### src/rtl/mmureg_pkg.sv
package mmureg_pkg;

   // Register slots; slot n decodes at byte offset 4*n.
   localparam int NREG = 9;

   typedef enum logic [3:0] {
      RG_CTL  = 4'd0,
      RG_PTEH = 4'd1,
      RG_PTEL = 4'd2,
      RG_TTB  = 4'd3,
      RG_TEA  = 4'd4,
      RG_TRAP = 4'd5,
      RG_EXC  = 4'd6,
      RG_INT  = 4'd7,
      RG_PTEA = 4'd8
   } reg_id_e;

   // Access width codes on req_size.
   localparam logic [1:0] SZ_BYTE = 2'd0;
   localparam logic [1:0] SZ_HALF = 2'd1;
   localparam logic [1:0] SZ_WORD = 2'd2;

endpackage

### src/rtl/mmureg_decode.sv
module mmureg_decode
   import mmureg_pkg::*;
#(
   parameter int ADDR_W = 8,
   parameter int NSLOT  = NREG
) (
   input  logic [ADDR_W-1:0] req_addr,
   input  logic [1:0]        req_size,
   output logic [NSLOT-1:0]  hit_o,
   output logic              size_ok_o,
   output logic              mapped_o
);

   // Exact-match decode: a slot hits only on its aligned word offset.
   for (genvar i = 0; i < NSLOT; i++) begin : g_slot
      localparam logic [ADDR_W-1:0] SLOT_OFF = ADDR_W'(i * 4);
      assign hit_o[i] = (req_addr == SLOT_OFF);
   end

   assign size_ok_o = (req_size == SZ_WORD);
   assign mapped_o  = |hit_o;

endmodule

### src/rtl/mmureg_file.sv
module mmureg_file
   import mmureg_pkg::*;
#(
   parameter int DATA_W  = 32,
   parameter int NSLOT   = NREG,
   parameter int INV_BIT = 2,
   parameter int EVT_W   = 11,
   parameter int PTEA_W  = 4
) (
   input  logic                         clk,
   input  logic                         rst_n,
   input  logic [NSLOT-1:0]             we,
   input  logic [DATA_W-1:0]            wdata,
   output logic [NSLOT-1:0][DATA_W-1:0] q
);

   localparam logic [DATA_W-1:0] ALL_ONES = {DATA_W{1'b1}};

   // Bits each slot keeps on a write; the rest are forced to zero.
   function automatic logic [DATA_W-1:0] keep_mask(input int slot);
      logic [DATA_W-1:0] m;
      case (slot)
         int'(RG_CTL):  m = ALL_ONES & ~(DATA_W'(1) << INV_BIT);
         int'(RG_TRAP),
         int'(RG_EXC),
         int'(RG_INT):  m = ALL_ONES >> (DATA_W - EVT_W);
         int'(RG_PTEA): m = ALL_ONES >> (DATA_W - PTEA_W);
         default:       m = ALL_ONES;
      endcase
      return m;
   endfunction

   for (genvar i = 0; i < NSLOT; i++) begin : g_reg
      localparam logic [DATA_W-1:0] KEEP = keep_mask(i);
      logic [DATA_W-1:0] r_q;

      if (KEEP == ALL_ONES) begin : g_full
         always_ff @(posedge clk or negedge rst_n) begin
            if (!rst_n)     r_q <= '0;
            else if (we[i]) r_q <= wdata;
         end
      end else begin : g_masked
         always_ff @(posedge clk or negedge rst_n) begin
            if (!rst_n)     r_q <= '0;
            else if (we[i]) r_q <= wdata & KEEP;
         end
      end

      assign q[i] = r_q;
   end

endmodule

### src/rtl/mmureg_side.sv
module mmureg_side #(
   parameter int ASID_W = 8
) (
   input  logic              clk,
   input  logic              rst_n,
   input  logic              ctl_wr,
   input  logic              pteh_wr,
   input  logic              inv_req,
   input  logic [ASID_W-1:0] new_asid,
   input  logic [ASID_W-1:0] cur_asid,
   output logic              tlb_inv_o,
   output logic              asid_flush_o
);

   logic inv_q;
   logic flush_q;

   // cur_asid is the value held before this write's clock edge, so the
   // compare sees the old identifier; the pulse and the store share an edge.
   always_ff @(posedge clk or negedge rst_n) begin
      if (!rst_n) begin
         inv_q   <= 1'b0;
         flush_q <= 1'b0;
      end else begin
         inv_q   <= ctl_wr & inv_req;
         flush_q <= pteh_wr & (new_asid != cur_asid);
      end
   end

   assign tlb_inv_o    = inv_q;
   assign asid_flush_o = flush_q;

endmodule

### src/rtl/mmureg_bank.sv
module mmureg_bank
   import mmureg_pkg::*;
#(
   parameter int DATA_W  = 32,
   parameter int ADDR_W  = 8,
   parameter int INV_BIT = 2,
   parameter int ASID_W  = 8,
   parameter int EVT_W   = 11,
   parameter int PTEA_W  = 4
) (
   input  logic              clk,
   input  logic              rst_n,
   input  logic              req_valid,
   input  logic              req_write,
   input  logic [ADDR_W-1:0] req_addr,
   input  logic [1:0]        req_size,
   input  logic [DATA_W-1:0] req_wdata,
   output logic              rsp_valid,
   output logic              rsp_err,
   output logic [DATA_W-1:0] rsp_rdata,
   output logic              tlb_inv_o,
   output logic              asid_flush_o,
   output logic [DATA_W-1:0] ctl_o,
   output logic [DATA_W-1:0] pteh_o,
   output logic [DATA_W-1:0] ptel_o,
   output logic [DATA_W-1:0] ptea_o,
   output logic [DATA_W-1:0] ttb_o,
   output logic [DATA_W-1:0] tea_o,
   output logic [DATA_W-1:0] trap_o,
   output logic [DATA_W-1:0] exc_evt_o,
   output logic [DATA_W-1:0] int_evt_o
);

   localparam int NSLOT   = NREG;
   localparam int TOP_OFF = (NSLOT - 1) * 4;

   // Elaboration-time parameter checks.
   if (DATA_W < 16) begin : g_bad_data_w
      $error("mmureg_bank: DATA_W must be at least 16");
   end
   if (INV_BIT < 0 || INV_BIT >= DATA_W) begin : g_bad_inv_bit
      $error("mmureg_bank: INV_BIT out of range");
   end
   if (ASID_W < 1 || ASID_W > DATA_W) begin : g_bad_asid_w
      $error("mmureg_bank: ASID_W out of range");
   end
   if (EVT_W < 1 || EVT_W >= DATA_W) begin : g_bad_evt_w
      $error("mmureg_bank: EVT_W out of range");
   end
   if (PTEA_W < 1 || PTEA_W >= DATA_W) begin : g_bad_ptea_w
      $error("mmureg_bank: PTEA_W out of range");
   end
   if (TOP_OFF >= (1 << ADDR_W)) begin : g_bad_addr_w
      $error("mmureg_bank: ADDR_W too narrow for the register slots");
   end

   logic [NSLOT-1:0]             hit;
   logic                         size_ok;
   logic                         mapped;
   logic                         acc_ok;
   logic                         wr_go;
   logic [NSLOT-1:0]             we;
   logic [NSLOT-1:0][DATA_W-1:0] regs_q;
   logic [DATA_W-1:0]            rd_mux;

   mmureg_decode #(
      .ADDR_W (ADDR_W),
      .NSLOT  (NSLOT)
   ) u_dec (
      .req_addr  (req_addr),
      .req_size  (req_size),
      .hit_o     (hit),
      .size_ok_o (size_ok),
      .mapped_o  (mapped)
   );

   assign acc_ok = size_ok & mapped;
   assign wr_go  = req_valid & req_write & acc_ok;
   assign we     = hit & {NSLOT{wr_go}};

   mmureg_file #(
      .DATA_W  (DATA_W),
      .NSLOT   (NSLOT),
      .INV_BIT (INV_BIT),
      .EVT_W   (EVT_W),
      .PTEA_W  (PTEA_W)
   ) u_file (
      .clk   (clk),
      .rst_n (rst_n),
      .we    (we),
      .wdata (req_wdata),
      .q     (regs_q)
   );

   mmureg_side #(
      .ASID_W (ASID_W)
   ) u_side (
      .clk          (clk),
      .rst_n        (rst_n),
      .ctl_wr       (we[int'(RG_CTL)]),
      .pteh_wr      (we[int'(RG_PTEH)]),
      .inv_req      (req_wdata[INV_BIT]),
      .new_asid     (req_wdata[ASID_W-1:0]),
      .cur_asid     (regs_q[int'(RG_PTEH)][ASID_W-1:0]),
      .tlb_inv_o    (tlb_inv_o),
      .asid_flush_o (asid_flush_o)
   );

   // One-hot read select; unmatched offsets fall through to zero.
   always_comb begin
      rd_mux = '0;
      for (int i = 0; i < NSLOT; i++) begin
         if (hit[i]) rd_mux = rd_mux | regs_q[i];
      end
   end

   always_ff @(posedge clk or negedge rst_n) begin
      if (!rst_n) begin
         rsp_valid <= 1'b0;
         rsp_err   <= 1'b0;
         rsp_rdata <= '0;
      end else begin
         rsp_valid <= req_valid;
         rsp_err   <= req_valid & ~acc_ok;
         rsp_rdata <= (req_valid && !req_write && acc_ok) ? rd_mux : '0;
      end
   end

   assign ctl_o     = regs_q[int'(RG_CTL)];
   assign pteh_o    = regs_q[int'(RG_PTEH)];
   assign ptel_o    = regs_q[int'(RG_PTEL)];
   assign ttb_o     = regs_q[int'(RG_TTB)];
   assign tea_o     = regs_q[int'(RG_TEA)];
   assign trap_o    = regs_q[int'(RG_TRAP)];
   assign exc_evt_o = regs_q[int'(RG_EXC)];
   assign int_evt_o = regs_q[int'(RG_INT)];
   assign ptea_o    = regs_q[int'(RG_PTEA)];

endmodule

### config.mk
export PLATFORM = sky130hd
export DESIGN_NAME = mmureg_bank
export DESIGN_NICKNAME = d
export VERILOG_FILES = /design/src/rtl/mmureg_pkg.sv /design/src/rtl/mmureg_decode.sv /design/src/rtl/mmureg_file.sv /design/src/rtl/mmureg_side.sv /design/src/rtl/mmureg_bank.sv
export SDC_FILE = /design/constraint.sdc
export NUM_CORES = 1
export LEC_CHECK = 0
export ABC_AREA = 1
export ABC_CLOCK_PERIOD_IN_PS = 1150
export BUFFER_PORTS_ARGS = -buffer_cell sky130_fd_sc_hd__buf_2
export CORE_UTILIZATION = 40
export DETAILED_ROUTE_END_ITERATION = 12
export GPL_TIMING_DRIVEN = 0
export SYNTH_ARGS = -nofsm -noshare
export SYNTH_HDL_FRONTEND = slang
export SYNTH_HIERARCHICAL = 1
export SYNTH_SLANG_ARGS = --single-unit
### constraint.sdc
create_clock -name clk -period 1.15 [get_ports clk]
set_input_delay 0.0575 -clock clk [delete_from_list [all_inputs] [get_ports clk]]
set_output_delay 0.0575 -clock clk [all_outputs]
set_load 0.005 [all_outputs]
==> results of run 1 <==
[synthesized netlist by cell type]
master / n
nand2_1: 1066
dfrtp_1: 232
inv_1: 136
buf_4: 107
nor2_1: 95
buf_2: 52
nand3_1: 38
buf_6: 21
inv_2: 6
clkbuf_1: 2
nand3_2: 2
nor2_4: 2
conb_1: 1
nor3_4: 1
[final cells by class]
type / count / share of cell area
Buffer: 181 / 0.0912
Multi-Input combinational cell: 1297 / 0.295
Clock inverter: 4 / 0.00392
Tap cell: 390 / 0.0273
Clock buffer: 41 / 0.0430
Sequential cell: 232 / 0.325
Inverter: 142 / 0.0324
Timing Repair Buffer: 466 / 0.182
[critical path, stage by stage]
cell and delay (ns):
buf_6 0.10, nor2_4 0.21, nand3_4 0.16, nor2_2 0.16
buf_6 0.14, buf_12 0.14, inv_2 0.05, nor2_4 0.07
buf_6 0.15, clkinv_8 0.10, buf_12 0.16, nand2_2 0.05
nand2_1 0.05
[report_power, final]
| group | total, W | switching (W) | internal, W |
|---|---|---|---|
| combinational | 0.00110 | 0.000622 | 0.000474 |
| sequential | 0.00818 | 0.00000407 | 0.00817 |
| clock | 0.00840 | 0.00342 | 0.00499 |
[what timing repair did]
item | 4_1_cts | 5_1_grt
hold endpoints to repair | 304 | 116
hold buffers | 35 | 4
cloned | 1 | 6
gates resized for setup | 41 | 165
buffers inserted | 65 | 80
setup endpoints to repair | 256 | 336
pin swaps | 8 | 32
[sequential cells by signal (all words and copies together) (netlist names)]
signal	flops
u_side/tlb_inv_o	1
rsp_valid	1
u_side/asid_flush_o	1
rsp_rdata	32
u_file/g.r_q	196
rsp_err	1
[per-stage QoR]
step / utilization / worst slack (ns) / cells / cell area (sq um) / total power [W]
after floorplan: - / -0.132 / 1852 / 12800 / 0.00878
after global placement: 0.489 / -4.35 / 2516 / 14600 / 0.00916
after detailed placement: 0.491 / -0.780 / 2518 / 14700 / 0.00919
after CTS: 0.552 / -0.0514 / 2664 / 16500 / 0.0177
after global routing: 0.598 / -0.117 / 2753 / 17900 / 0.0182
final: 0.598 / -0.0577 / 2753 / 17900 / 0.0177
[path summary, 6_finish.rpt]
check,end,cells past startpoint,from
max in group asynchronous,rsp_rdata[22]$_DFF_PN0_,7,rst_n
worst max-delay path,u_file/g_reg[3].r_q[29]$_DFFE_PN0P_,13,req_addr[6]
worst min-delay path,rsp_rdata[2]$_DFF_PN0_,5,rst_n
worst max register to register,u_side/asid_flush_o$_DFF_PN0_,7,u_file/g_reg[1].r_q[4]$_DFFE_PN0P_
min in group clk,rsp_rdata[0]$_DFF_PN0_,5,req_write
worst min register to register,u_file/g_reg[0].r_q[15]$_DFFE_PN0P_,2,u_file/g_reg[0].r_q[15]$_DFFE_PN0P_
[per-layer routing]
layer / vias to the layer above / track usage / wire, microns
met1: 5781 / 0.369 / 19100
li1: 6133 / - / -
met3: 78 / 0.0621 / 3970
met4: 0 / 0.0833 / 1270
met2: 479 / 0.453 / 21700
met5: - / 0 / 0
[cell families after synthesis]
kind of cell,share of synthesized area
buf+inv,0.150
other cells,0.000306
flops,0.474
simple gates,0.376
==> impl_metrics.yaml, run 1 <==
hold_path:
  hold_class: "input pin to asynchronous set/reset pin"
yosys:
  synth_cell_types: 14
  syn_area_sq_um: 12300
  yosysWarnings: 6
  ys_ff_latch: 232
  synth_top_cells_by_area: "dfrtp_1, nand2_1, buf_4"
  synthCells: 1761
  synth.top_cell.area_share: 0.474
  synth_top_cell_by_area: "dfrtp_1"
  synth_area_per_cell_sq_um: 6.96
  yosysSeqAreaShare: 0.474
floorplan:
  die_area_sq_um: 31300
  core_sq_um: 29900
  rows: 63
  io_pins: 370
  die_y_microns: 177
  start_util: 0.410
  die_width_microns: 177
timing:
  hold_violations: 46
  min_period_ns: 1.21
  max_freq_mhz: 828
  grt_setup_unrepaired: "yes"
  relSlewSlack: 0.588
  tightest_slew_ns: 0.619
  hold_slack_ns: -0.333
  finalSetupTns_ns: -2.33
  skew_ns: 0.00807
  setup_viol: 72
  fin_crit_sh: 1.05
  setup_ws_ns: -0.0577
  final-max-slew-violation-count: 0
finish:
  nFillCells: 2864
  drive_gt1_frac: 0.314
  num_antenna_cells: 0
  final_common_cell: "nand2_1"
  layout_common_cells: "nand2_1, buf_2, buf_4"
  area_growth_pct: 45.8
  nets: 2393
  multi_input_area_sq_um: 5270
  seqCellArea_sq_um: 5810
place:
  port_buffers: 274
  dp_hpwl_microns: 31400
  place.gp.congestion: 0.867
power_and_ir_drop:
  power.leakage_nw: 11.5
  power_density_nw_per_um2: 989
  peakVddDrop_mv: 1.10
routing:
  dr_total_vias: 12500
  routed_wl_microns: 46100
  vias_per_cell: 4.53
  ant_nets: 0
  wl_per_cell_microns: 16.7
  drc: 0
  drt_first_pass_iters: 5
  drt_iter0_markers: 987
clocking:
  clock_latency_ns: 0.54
  ctsRootBufferMaster: "clkbuf_16"
  htree_levels: 1
  path_clk_slew_ns: 0.06
  clk_path_buf_depth: 3
  cts_buffers: 27
  tritoncts: "yes"
  cts_sinks: 232
setup_path:
  cp_data_arrival_time_ns: 1.63
  worst-setup-path-type: "input pin to register"
  regToRegSetupSlack_ns: 0.03
  cp.required_ns: 1.57
  cp-start-kind: "input pin"
  crit_fanout: 10
  crit_path_end_kind: "register"
grt:
  overflow: 0
  grt_usage: 0.279
  grt_max_degree: 117
  grt_pass1_vias: 11300
  grt_pass1_wl_microns: 65600
  antenna_found_initial: 0
run:
  drv_cap: 0
outcome:
  violations: "hold timing, setup timing"
  outcome: "finished, violations left"
Power figures use the tool's default switching activity.
==> inputs of run 2 (changes only) <==
--- a/config.mk
+++ b/config.mk
@@ -8,9 +8,12 @@
 export ABC_AREA = 1
 export ABC_CLOCK_PERIOD_IN_PS = 1150
 export BUFFER_PORTS_ARGS = -buffer_cell sky130_fd_sc_hd__buf_2
-export CORE_UTILIZATION = 40
+export CELL_PAD_IN_SITES_DETAIL_PLACEMENT = 1
+export CELL_PAD_IN_SITES_GLOBAL_PLACEMENT = 1
+export CORE_UTILIZATION = 36
 export DETAILED_ROUTE_END_ITERATION = 12
 export GPL_TIMING_DRIVEN = 0
+export PLACE_DENSITY_LB_ADDON = 0.1
 export SYNTH_ARGS = -nofsm -noshare
 export SYNTH_HDL_FRONTEND = slang
 export SYNTH_HIERARCHICAL = 1
==> run 2 against run 1 <==
  * The run still ends with hold timing, setup timing left
  * Routed wire length grew 11%
  * Combinational power barely moved
  * Critical path depth rose by 2
==> impl_metrics.yaml, run 2 (same netlist as run 1, synthesis figures left out) <==
outcome:
  outcome: "finished, violations left"
  violations: "hold timing, setup timing"
finish:
  layout.cells.non_filler: 2850
  top_regs: "u_file/g.r_q (196), rsp_rdata (32)"
  layout_common_cells: "nand2_1, buf_4, buf_2"
  drive_gt1_frac: 0.332
  area_growth_pct: 49.2
  final_common_cell: "nand2_1"
  nets: 2426
  top_register: "u_file/g.r_q"
  largest_reg_flops: 196
setup_path:
  worst-setup-path-type: "input pin to register"
  cpMostUsedCell: "nand2_2"
  regToRegSetupSlack_ns: 0.03
  crit_path_end_kind: "register"
  cp-start-kind: "input pin"
  crit_chain: "buf_6, clkinv_4, nand2_2, nor2_1, nand2_1, nand2_2, nand2_4, inv_4, nand3_4, nor2_1, buf_6, inv_8, clkbuf_16, nand2_2, nand2_1"
  cp_slowest_cell: "nor2_1"
  crit_fanout: 6
  max_stage_delay_ns: 0.22
  cp.required_ns: 1.58
  cp_data_arrival_time_ns: 1.66
timing:
  relSlewSlack: 0.572
  final-max-slew-violation-count: 0
  setup_viol: 56
  grt_setup_unrepaired: "yes"
  skew_ns: 0.0111
  fin_crit_sh: 1.07
  min_period_ns: 1.23
  tightest_slew_ns: 0.641
  hold_slack_ns: -0.529
  setup_ws_ns: -0.0815
  hold_violations: 148
  max_freq_mhz: 812
routing:
  ant_nets: 0
  wl_per_cell_microns: 18.0
  dr_total_vias: 13000
  routed_wl_microns: 51200
  vias_per_cell: 4.56
  drt_iter0_markers: 671
  drt_first_pass_iters: 5
  drc: 0
grt:
  grt_pass1_wl_microns: 75100
  grt_usage: 0.280
  grt_pass1_vias: 13300
  grt_max_degree: 80
  antenna_found_initial: 1
  overflow: 0
clocking:
  path_clk_slew_ns: 0.06
  clk_path_buf_depth: 3
  htree_levels: 1
  clock_latency_ns: 0.55
  cts_sinks: 232
  ctsRootBufferMaster: "clkbuf_16"
  tritoncts: "yes"
  cts_buffers: 29
  cts-hold-fix-buffers: 35
hold_path:
  hold_class: "input pin to asynchronous set/reset pin"
place:
  port_buffers: 274
  placed_cells: 2576
  dp_hpwl_microns: 34500
  place.gp.congestion: 0.850
power_and_ir_drop:
  power_density_nw_per_um2: 1000
  power.leakage_nw: 11.7
  peakVddDrop_mv: 1.19
  power_w: 0.0183
floorplan:
  rows: 67
  die_width_microns: 187
  die_area_sq_um: 34800
  io_pins: 370
  die_y_microns: 187
  core_sq_um: 33500
  start_util: 0.366
run:
  drv_cap: 0
[run 2: worst max-delay path: cells and delay by family]
family / cells / cell delay [ns]
simple gates: 9 / 0.91
buf+inv: 6 / 0.69
[run 2: worst paths after layout]
| path | to | depth (start not counted) | startpoint |
|---|---|---|---|
| setup / recovery | u_file/g_reg[4].r_q[18]$_DFFE_PN0P_ | 15 | req_addr[2] |
| hold / removal | u_file/g_reg[6].r_q[4]$_DFFE_PN0P_ | 1 | rst_n |
| setup reg to reg | rsp_rdata[2]$_DFF_PN0_ | 7 | u_file/g_reg[4].r_q[2]$_DFFE_PN0P_ |
| hold reg to reg | u_file/g_reg[4].r_q[23]$_DFFE_PN0P_ | 2 | u_file/g_reg[4].r_q[23]$_DFFE_PN0P_ |
| max in group asynchronous | u_file/g_reg[2].r_q[27]$_DFFE_PN0P_ | 3 | rst_n |
| min in group clk | u_file/g_reg[3].r_q[1]$_DFFE_PN0P_ | 4 | req_wdata[1] |
[run 2: per-stage QoR]
stage,utilization,TNS (ns),setup slack (ns),area (sq um),hold slack (ns)
detailed placement,0.440,-154.47,-0.786,14800,0.0740
global route,0.545,-8.47,-0.134,18300,-0.487
finish,0.545,-1.63,-0.0815,18300,-0.529
floorplan,-,-22.29,-0.132,12800,-0.238
CTS,0.508,-0.596,-0.0601,17000,-0.500
global placement,0.438,-1164.66,-4.51,14700,0.271
[run 2: what timing repair did]
item / in CTS / in global routing
cloned: 1 / 3
resized for setup: 38 / 203
setup buffers: 116 / 67
endpoints found under the setup margin: 327 / 390
pin swaps: 3 / 30
endpoints found under the hold margin: 253 / 76
[run 2: report_power, final]
part           internal [W]  switching, W
logic              0.000448      0.000626
clock network       0.00542       0.00362
registers           0.00817    0.00000288
total                0.0140       0.00425
[run 2: final cells by class]
class	count	area [sq um]
Tap cell	448	561
Timing Repair Buffer	497	3460
Fill cell	4321	15200
Antenna cell	1	2.50
Clock buffer	47	883
Clock inverter	5	53.8
Inverter	142	581
Sequential cell	232	5810
Buffer	181	1620
Multi-Input combinational cell	1297	5310
[run 2: per-layer routing]
layer	vias up	track usage	routed length [microns]
met5	-	0	0
met1	6303	0.367	22200
met4	0	0.0858	1660
met2	381	0.460	24000
li1	6217	-	-
met3	84	0.0626	3330
